[config.mk]
export PLATFORM = sky130hd
export DESIGN_NAME = tick_timer_irq
export DESIGN_NICKNAME = d
export VERILOG_FILES = /design/src/rtl/tmr_pkg.sv /design/src/rtl/tmr_regs.sv /design/src/rtl/tmr_count.sv /design/src/rtl/tmr_irq.sv /design/src/rtl/tick_timer_irq.sv
export SDC_FILE = /design/constraint.sdc
export NUM_CORES = 1
export LEC_CHECK = 0
export BUFFER_PORTS_ARGS = -buffer_cell sky130_fd_sc_hd__buf_2
export CAP_MARGIN = 15
export CELL_PAD_IN_SITES_DETAIL_PLACEMENT = 1
export CELL_PAD_IN_SITES_GLOBAL_PLACEMENT = 1
export CORE_AREA = 2 2 78 117
export CTS_CLUSTER_DIAMETER = 120
export CTS_CLUSTER_SIZE = 10
export DETAILED_ROUTE_END_ITERATION = 12
export DIE_AREA = 0 0 80 119
export PLACE_DENSITY_LB_ADDON = 0.1
export SYNTH_ARGS = -nofsm -noshare
export SYNTH_HDL_FRONTEND = slang
export SYNTH_HIERARCHICAL = 1
export SYNTH_SLANG_ARGS = --single-unit
export TNS_END_PERCENT = 1
[constraint.sdc]
create_clock -name clk -period 6 [get_ports clk]
set_input_delay 0 -clock clk [delete_from_list [all_inputs] [get_ports clk]]
set_output_delay 0 -clock clk [all_outputs]
set_load 0.01 [all_outputs]
[src/rtl/tmr_pkg.sv]
package tmr_pkg;
  // register addresses
  localparam int RA_CTRL   = 0;
  localparam int RA_MASK   = 1;
  localparam int RA_STAT   = 2;
  localparam int RA_VEC    = 3;
  localparam int RA_PRE_HI = 4;
  localparam int RA_PRE_LO = 5;
  localparam int RA_STOP   = 6;

  // counting-source field inside the control register
  localparam int MODE_LSB = 4;
  localparam int MODE_W   = 3;
  localparam logic [MODE_W-1:0] MODE_EXT = 3'b111;
  localparam logic [MODE_W-1:0] MODE_CLK = 3'b110;
endpackage

[src/rtl/tmr_regs.sv]
module tmr_regs #(
  parameter int DATA_W  = 8,
  parameter int ADDR_W  = 4,
  parameter int EVT_BIT = 3,
  localparam int CNT_W  = 2 * DATA_W
) (
  input  logic                       clk,
  input  logic                       rst_n,
  input  logic                       sel,
  input  logic                       wr,
  input  logic                       rd,
  input  logic [ADDR_W-1:0]          addr,
  input  logic [DATA_W-1:0]          wdata,
  input  logic                       iack,
  input  logic                       flag,
  output logic [DATA_W-1:0]          rdata,
  output logic                       ack,
  output logic [tmr_pkg::MODE_W-1:0] mode,
  output logic                       mask_evt,
  output logic [CNT_W-1:0]           preload,
  output logic                       stop_rd
);
  import tmr_pkg::*;

  logic [DATA_W-1:0] ctrl_q, mask_q, vec_q, pre_hi_q, pre_lo_q;
  logic [DATA_W-1:0] rd_mux, stat_val;
  logic wr_en, rd_en, access;

  function automatic logic hit(input logic [ADDR_W-1:0] a, input int ra);
    return a == ADDR_W'(ra);
  endfunction

  assign access  = iack | (sel & (rd | wr));
  assign wr_en   = sel & wr & ~iack;
  assign rd_en   = sel & rd & ~wr & ~iack;
  assign stop_rd = rd_en & hit(addr, RA_STOP);

  always_comb begin
    stat_val = '0;
    stat_val[EVT_BIT] = flag;
  end

  always_comb begin
    rd_mux = '0;
    if (hit(addr, RA_CTRL))   rd_mux = ctrl_q;
    if (hit(addr, RA_MASK))   rd_mux = mask_q;
    if (hit(addr, RA_STAT))   rd_mux = stat_val;
    if (hit(addr, RA_VEC))    rd_mux = vec_q;
    if (hit(addr, RA_PRE_HI)) rd_mux = pre_hi_q;
    if (hit(addr, RA_PRE_LO)) rd_mux = pre_lo_q;
  end

  always_ff @(posedge clk) begin
    if (!rst_n) begin
      ctrl_q <= '0; mask_q <= '0; vec_q <= '0;
      pre_hi_q <= '0; pre_lo_q <= '0;
      rdata <= '0; ack <= 1'b0;
    end else begin
      ack <= access;
      if (wr_en) begin
        if (hit(addr, RA_CTRL))   ctrl_q   <= wdata;
        if (hit(addr, RA_MASK))   mask_q   <= wdata;
        if (hit(addr, RA_VEC))    vec_q    <= wdata;
        if (hit(addr, RA_PRE_HI)) pre_hi_q <= wdata;
        if (hit(addr, RA_PRE_LO)) pre_lo_q <= wdata;
      end
      if (iack)       rdata <= vec_q;
      else if (rd_en) rdata <= rd_mux;
    end
  end

  assign mode     = ctrl_q[MODE_LSB +: MODE_W];
  assign mask_evt = mask_q[EVT_BIT];
  assign preload  = {pre_hi_q, pre_lo_q};

  AST_ACK_AFTER_ACCESS: assert property (@(posedge clk) disable iff (!rst_n)
    access |=> ack);
  AST_NO_SPURIOUS_ACK: assert property (@(posedge clk) disable iff (!rst_n)
    !access |=> !ack);
  AST_VECTOR_RETURNED: assert property (@(posedge clk) disable iff (!rst_n)
    iack |=> rdata == $past(vec_q));
endmodule

[src/rtl/tmr_count.sv]
module tmr_count #(
  parameter int CNT_W = 16
) (
  input  logic                       clk,
  input  logic                       rst_n,
  input  logic [tmr_pkg::MODE_W-1:0] mode,
  input  logic                       ext_tick,
  input  logic [CNT_W-1:0]           preload,
  output logic                       underflow
);
  import tmr_pkg::*;

  logic [CNT_W-1:0] cnt_q;
  logic running, step;

  function automatic logic [CNT_W-1:0] next_cnt(
      input logic [CNT_W-1:0] c, input logic [CNT_W-1:0] p,
      input logic on, input logic st);
    if (!on)       return p;
    if (!st)       return c;
    if (c == '0)   return p;
    return c - CNT_W'(1);
  endfunction

  assign running   = (mode == MODE_EXT) || (mode == MODE_CLK);
  assign step      = (mode == MODE_CLK) || ((mode == MODE_EXT) && ext_tick);
  assign underflow = step && (cnt_q == '0);

  always_ff @(posedge clk) begin
    if (!rst_n) cnt_q <= '0;
    else        cnt_q <= next_cnt(cnt_q, preload, running, step);
  end

  AST_RELOAD_ON_UNDERFLOW: assert property (@(posedge clk) disable iff (!rst_n)
    underflow |=> cnt_q == $past(preload));
  AST_STEP_DECREMENTS: assert property (@(posedge clk) disable iff (!rst_n)
    (step && cnt_q != '0) |=> cnt_q == $past(cnt_q) - CNT_W'(1));
  AST_HOLD_WITHOUT_STEP: assert property (@(posedge clk) disable iff (!rst_n)
    (running && !step) |=> $stable(cnt_q));
  AST_IDLE_NO_EVENT: assert property (@(posedge clk) disable iff (!rst_n)
    !running |-> !underflow);
endmodule

[src/rtl/tmr_irq.sv]
module tmr_irq (
  input  logic clk,
  input  logic rst_n,
  input  logic underflow,
  input  logic stop_rd,
  output logic flag
);
  always_ff @(posedge clk) begin
    if (!rst_n)         flag <= 1'b0;
    else if (underflow) flag <= 1'b1;
    else if (stop_rd)   flag <= 1'b0;
  end

  AST_EVENT_SETS_FLAG: assert property (@(posedge clk) disable iff (!rst_n)
    underflow |=> flag);
  AST_STOP_CLEARS_FLAG: assert property (@(posedge clk) disable iff (!rst_n)
    (stop_rd && !underflow) |=> !flag);
  AST_FLAG_HOLDS: assert property (@(posedge clk) disable iff (!rst_n)
    (!stop_rd && !underflow) |=> flag == $past(flag));
endmodule

[src/rtl/tick_timer_irq.sv]
module tick_timer_irq #(
  parameter int DATA_W  = 8,
  parameter int ADDR_W  = 4,
  parameter int EVT_BIT = 3,
  localparam int CNT_W  = 2 * DATA_W
) (
  input  logic              clk,
  input  logic              rst_n,
  input  logic              sel,
  input  logic              wr,
  input  logic              rd,
  input  logic [ADDR_W-1:0] addr,
  input  logic [DATA_W-1:0] wdata,
  input  logic              iack,
  input  logic              ext_tick,
  output logic [DATA_W-1:0] rdata,
  output logic              ack,
  output logic              irq_n
);
  logic [tmr_pkg::MODE_W-1:0] mode;
  logic [CNT_W-1:0]           preload;
  logic mask_evt, stop_rd, underflow, flag;

  tmr_regs #(.DATA_W(DATA_W), .ADDR_W(ADDR_W), .EVT_BIT(EVT_BIT)) u_regs (
    .clk(clk), .rst_n(rst_n), .sel(sel), .wr(wr), .rd(rd), .addr(addr),
    .wdata(wdata), .iack(iack), .flag(flag), .rdata(rdata), .ack(ack),
    .mode(mode), .mask_evt(mask_evt), .preload(preload), .stop_rd(stop_rd));

  tmr_count #(.CNT_W(CNT_W)) u_count (
    .clk(clk), .rst_n(rst_n), .mode(mode), .ext_tick(ext_tick),
    .preload(preload), .underflow(underflow));

  tmr_irq u_irq (
    .clk(clk), .rst_n(rst_n), .underflow(underflow), .stop_rd(stop_rd),
    .flag(flag));

  assign irq_n = ~(flag & mask_evt);

  AST_REQUEST_FOLLOWS_EVENT: assert property (@(posedge clk) disable iff (!rst_n)
    (underflow && mask_evt && !wr) |=> !irq_n);
endmodule

== Word level (Yosys, flattened, before mapping) ==
Index checks and enable logic that the tools add are counted.

* Output and inout bits: 10
* Register bits: 66
* Word-level logic and storage cells: 69

* Bitwise gates (word level): 13
* Add/subtract/negate cells: 1
* Multiplexer cells: 25
* Equality and inequality tests: 8
* Reductions and logical operators: 13

{| class="wikitable"
|+ Operators by type and width
! operator !! number
|-
| 16-bit 2-to-1 mux || 6
|-
| 8-bit 2-to-1 mux || 8
|-
| 16-bit logical NOT || 1
|-
| 16-bit by 1-bit subtractor with 16-bit output, second input constant || 1
|-
| 4-bit by 3-bit == test with 1-bit output, second input constant || 3
|-
| 1-bit 2-to-1 mux || 11
|-
| 2-bit AND reduction || 5
|-
| 1-bit bitwise AND || 8
|-
| 4-bit by 2-bit == test with 1-bit output, second input constant || 2
|-
| 3-bit == test, second input constant || 2
|-
| 4-bit by 1-bit == test with 1-bit output, second input constant || 1
|-
| 4-bit logical NOT || 1
|-
| 2-bit nonzero test || 2
|-
| 1-bit inverter || 3
|-
| 1-bit logical AND || 2
|-
| 1-bit logical OR || 2
|-
| 1-bit bitwise OR || 2
|}

== Longest topological paths before layout ==
* Word-level depth: 12
* Mapped depth: 8
* Mapped depth without buffers: 7

== Cells and area by module ==
The synthesis kept the hierarchy.

{| class="wikitable"
|+ By module, submodules not included
! module !! seq. area each (sq um) !! area each (sq um) !! cells each !! instances
|-
| tmr_regs || 980.9 || 2185.8 || 216 || 1
|-
| tmr_count || 320.3 || 1089.8 || 142 || 1
|-
| tmr_irq || 20.0 || 41.3 || 3 || 1
|-
| tick_timer_irq || 0.0 || 3.8 || 1 || 1
|}

== Worst setup path after synthesis ==
No wires, ideal clock.

* Kind: reg-to-reg
* Start point: register u_count.cnt_q[0]
* End point: register u_count.cnt_q[10]
* Buffers on the path: 1
* Cell stages (with the launch flop): 9
* Data arrival time: 1927 ps
* Path slack: 3940 ps
* Cell sequence: dfxtp_1 -> inv_1 -> ha_1 -> or3b_2 -> o41a_1 -> buf_6 -> o41a_1 -> o21ai_0 -> a31oi_1

* Word-level cells in the longest chain between the ends: 8
* Elaborated cells between the ends (all ways): 10

{| class="wikitable"
|+ Ends and longest elaborated chain
! what !! line !! text
|-
| start: declaration || tmr_count.sv:13 || <nowiki>logic [CNT_W-1:0] cnt_q;</nowiki>
|-
| start signal: assignment || tmr_count.sv:31 || <nowiki>else cnt_q <= next_cnt(cnt_q, preload, running, step);</nowiki>
|-
| branches (longest 5 deep; another with 16-bit by 1-bit subtractor with 16-bit output) || - ||
|-
| 16-bit 2-to-1 mux * || tmr_count.sv:22 || <nowiki>return c - CNT_W'(1);</nowiki>
|-
| 16-bit 2-to-1 mux * || tmr_count.sv:21 || <nowiki>if (c == '0) return p;</nowiki>
|-
| 16-bit 2-to-1 mux * || tmr_count.sv:20 || <nowiki>if (!st) return c;</nowiki>
|}

Every way passes the cells marked *. The select of a mux whose other input is x is not followed.
A chain may end at the register's enable or synchronous reset.

== Worst setup path after layout ==
* Start point: register u_count.cnt_q[7]
* End point: register u_count.cnt_q[6]

* Word-level cells in the longest chain between the ends: 8
* Elaborated cells between the ends (all ways): 9

{| class="wikitable"
|+ Ends and longest elaborated chain
! what !! line !! text
|-
| 16-bit logical NOT * || tmr_count.sv:21 ||
|-
| 1-bit 2-to-1 mux (2 in a row) || tmr_count.sv:21 ||
|-
| 1-bit 2-to-1 mux || tmr_count.sv:20 ||
|-
| 1-bit 2-to-1 mux || tmr_count.sv:30 || <nowiki>if (!rst_n) cnt_q <= '0;</nowiki>
|-
| 16-bit 2-to-1 mux * || tmr_count.sv:22 ||
|-
| 16-bit 2-to-1 mux * || tmr_count.sv:21 ||
|-
| 16-bit 2-to-1 mux * || tmr_count.sv:20 ||
|}

Every way passes the cells marked *; elsewhere a longest branch is shown, timed or not. The select of a mux whose other input is x is not followed.

==> impl_results.md <==
- Share of power burned in registers: 45.5%
- Mapped Nets: 383
- Hold_buf cts: 10
- Gr usage total: 22.3%
- Drt first-iter violations: 86
- CTS tree: done
- Post-DR vias/cell: 5.83
- DRT Pass-1 Iters: 4
- Worst min path class: in2reg
- Yosys cell types: 54
- Outcome: finished clean
- CTS clk-pin slew, worst paths: 0.05 ns
- Met3 Wirelength: 267 um
- Worst Max-Slew Pin Slew: 1.03 ns
- CP max stage cell: o41ai_4
- Sw frac: 22.2%
- H-tree levels: 3
- GP Congestion: 0.785
- Fillers: 1054
- Max Clock Freq: 393 MHz
- Max-cap violations: 0
- CTS max path bufs: 2
- Cells along the critical path: or4_1, o41ai_4, o21ai_0, a221oi_1, nor2_1
- CTS Root Cell: clkbuf_16
- Layout area overhead: 14.7%
- Met2 wire len: 5160 um
- Static leakage power: 1.49 nW
- Num rows: 42
- Post-synth ARST share: 0%
- Clock power frac: 49.3%
- Ys flop type: dfxtp_1
- Diode count: 0
- Worst Path Arrival: 2.75 ns
- Drt drc: 0
- Vias post-DR: 2907
- Post-synth top area cell: dfxtp_1
- Most common cell in the netlist: dfxtp_1
- Worst-path fanout max: 15
- Fin. Hold Viols: 0
- Critical Path RT: 6.21 ns
- FF+latch count, synth: 66
- Ys Warns: 6
- Synthesized area: 3320 um^2
- VDD IR max: 0.138 mV
- Final worst path period need: 2.54 ns
- Logic gate share of total power: 5.3%
- Pins Over Slew Limit: 0
- DP Wirelength: 7050 um
- Port bufs: 28
- Initial Utilization: 38.5%
- Global-route wire length before repair: 16100 um
- Highest metal used: met4
- Latest clock arrival within the worst-skew pair: 0.33 ns
- Total gr overflow: 0
- TritonCTS buffer count: 9
- Share of the synthesized area in the top cell type: 39.8%
- Layout Nets: 406
- Period utilisation layout: 42.4%
- Slew HR: 31.0%
- Syn_area_per_cell: 9.17 um^2
- Die width: 80 um
- Setup TNS: 0 ns
- Finish-stage setup viols: 0
- Internal cell power: 756 uW
- Ranking of synthesized cells by area: dfxtp_1, mux2i_1, nor2_1, a221oi_1, a22oi_1
- Initial antenna violation count: 0
- Met1 Wirelength: 4200 um
- I/O Pins: 29
- Max stage delay on crit path: 0.82 ns
- CORE AREA: 8620 um^2
- Seq/Total Area, Yosys: 39.8%
- Routed WL per cell: 19.9 um
- Sink Count: 66
- CP Capture Type: flip-flop
- Psw: 216 uW
- Number of global-route vias before repair: 3007
- Share of layout cells above drive strength 1: 14.1%
- RSZ-0062 raised after global routing: no
- Top cells by count, synth: dfxtp_1, nor2_1, mux2i_1
- Drt total wl: 9930 um
- Worst setup SP type: flip-flop
- Final Skew: 0.00354 ns
- Post-CTS setup repair buffer count: 0
- Cells after Synth: 362
- Post-CTS sizing: 0
- Pwr per Cell Area: 255 nW/um^2
- Final Util: 44.2%
- Maximum number of pins on one net before global-route repair: 50
- Critical path class: reg2reg
- Post-synth EDFFs: 0
- Post-route ant nets: 0
- Die ar.: 9520 um^2
- Vert. Die Dim: 119 um
path summary, 6_finish.rpt:
kind,slack (ns),depth (start not counted),to,from
worst max-delay path,3.46,5,u_count/cnt_q[6],u_count/cnt_q[7]
worst min-delay path,0.05,2,u_irq/flag,rst_n
worst max register to register,3.46,5,u_count/cnt_q[6],u_count/cnt_q[7]
worst min register to register,0.49,2,u_regs/mask_q[7],u_regs/mask_q[7]
flip-flops by register name (all words and copies together), names as in the netlist:
register,flops
u_regs/ctrl_q,8
u_count/cnt_q,16
u_regs/vec_q,8
u_regs/pre_hi_q,8
u_regs/pre_lo_q,8
u_irq/flag,1
u_regs/ack,1
u_regs/mask_q,8
u_regs/rdata,8
stage by stage:
step	setup slack [ns]	power (mW)	std cells	area, um^2	hold WS, ns
floorplan	3.94	0.480	362	3320	0.117
global placement	3.53	0.497	474	3440	0.308
detailed placement	3.49	0.498	474	3440	0.307
CTS	3.46	0.990	499	3810	0.0329
global route	3.23	1.01	499	3810	0.0555
finish	3.46	0.972	499	3810	0.0452
cell families after synthesis:
kind of cell / share of synthesized area (%)
AOI/OAI and AO/OA: 18.0
DFF: 39.8
buffers and inverters: 5.73
muxes: 14.8
and+or+nand+nor: 20.9
adders and majority gates: 0.753
worst max-delay path, delay by kind of cell, from the launching register on:
kind / cells / cell delay, ns
AO/OA/AOI/OAI: 3 / 1.29
AND/OR/NAND/NOR: 2 / 0.75
flip-flops: 1 / 0.36
power groups by stage:
stage / registers [mW] / clock network [mW] / logic (mW)
3_5_place_dp: 0.451 / 0 / 0.0463
3_3_place_gp: 0.451 / 0 / 0.0459
6_report: 0.442 / 0.479 / 0.0512
5_1_grt: 0.442 / 0.516 / 0.0557
2_1_floorplan: 0.451 / 0 / 0.0290
4_1_cts: 0.442 / 0.497 / 0.0514
per-layer routing:
| metal | GRT usage, % | up-vias |
|---|---|---|
| met5 | 0 | - |
| met4 | 10.8 | 0 |
| met3 | 3.64 | 19 |
| met2 | 38.6 | 50 |
| met1 | 26.2 | 1450 |
| li1 | - | 1388 |
layout make-up:
cell class              count  area (um^2)  share of cell area, %
clock inverters             3         15.0                  0.394
flip-flops and latches     66         1320                   34.7
well taps                 110          138                   3.61
inverters                   6         22.5                  0.591
repair buffers             39          248                   6.50
clock buffers              12          256                   6.73
multi-input cells         263         1810                   47.5
cell usage in the layout (no fill, tap or decap), drive strengths merged, types with 3 or more instances in the layout:
master	Yosys	routed
a21oi	12	12
a221oi	11	11
a22oi	10	10
a31oi	4	4
and2	6	6
buf	16	29
clkbuf	11	12
clkinv	0	3
dfxtp	66	66
dlygate4sd3	0	10
inv	6	6
mux2i	48	48
nand2	16	16
nand3	7	7
nor2	54	54
nor2b	4	4
nor3	11	11
nor3b	3	3
nor4	7	7
o21a	3	3
o21ai	16	16
o22ai	8	8
o2bb2ai	7	7
or4	4	4
No activity file was read; power rests on OpenSTA's default activity.
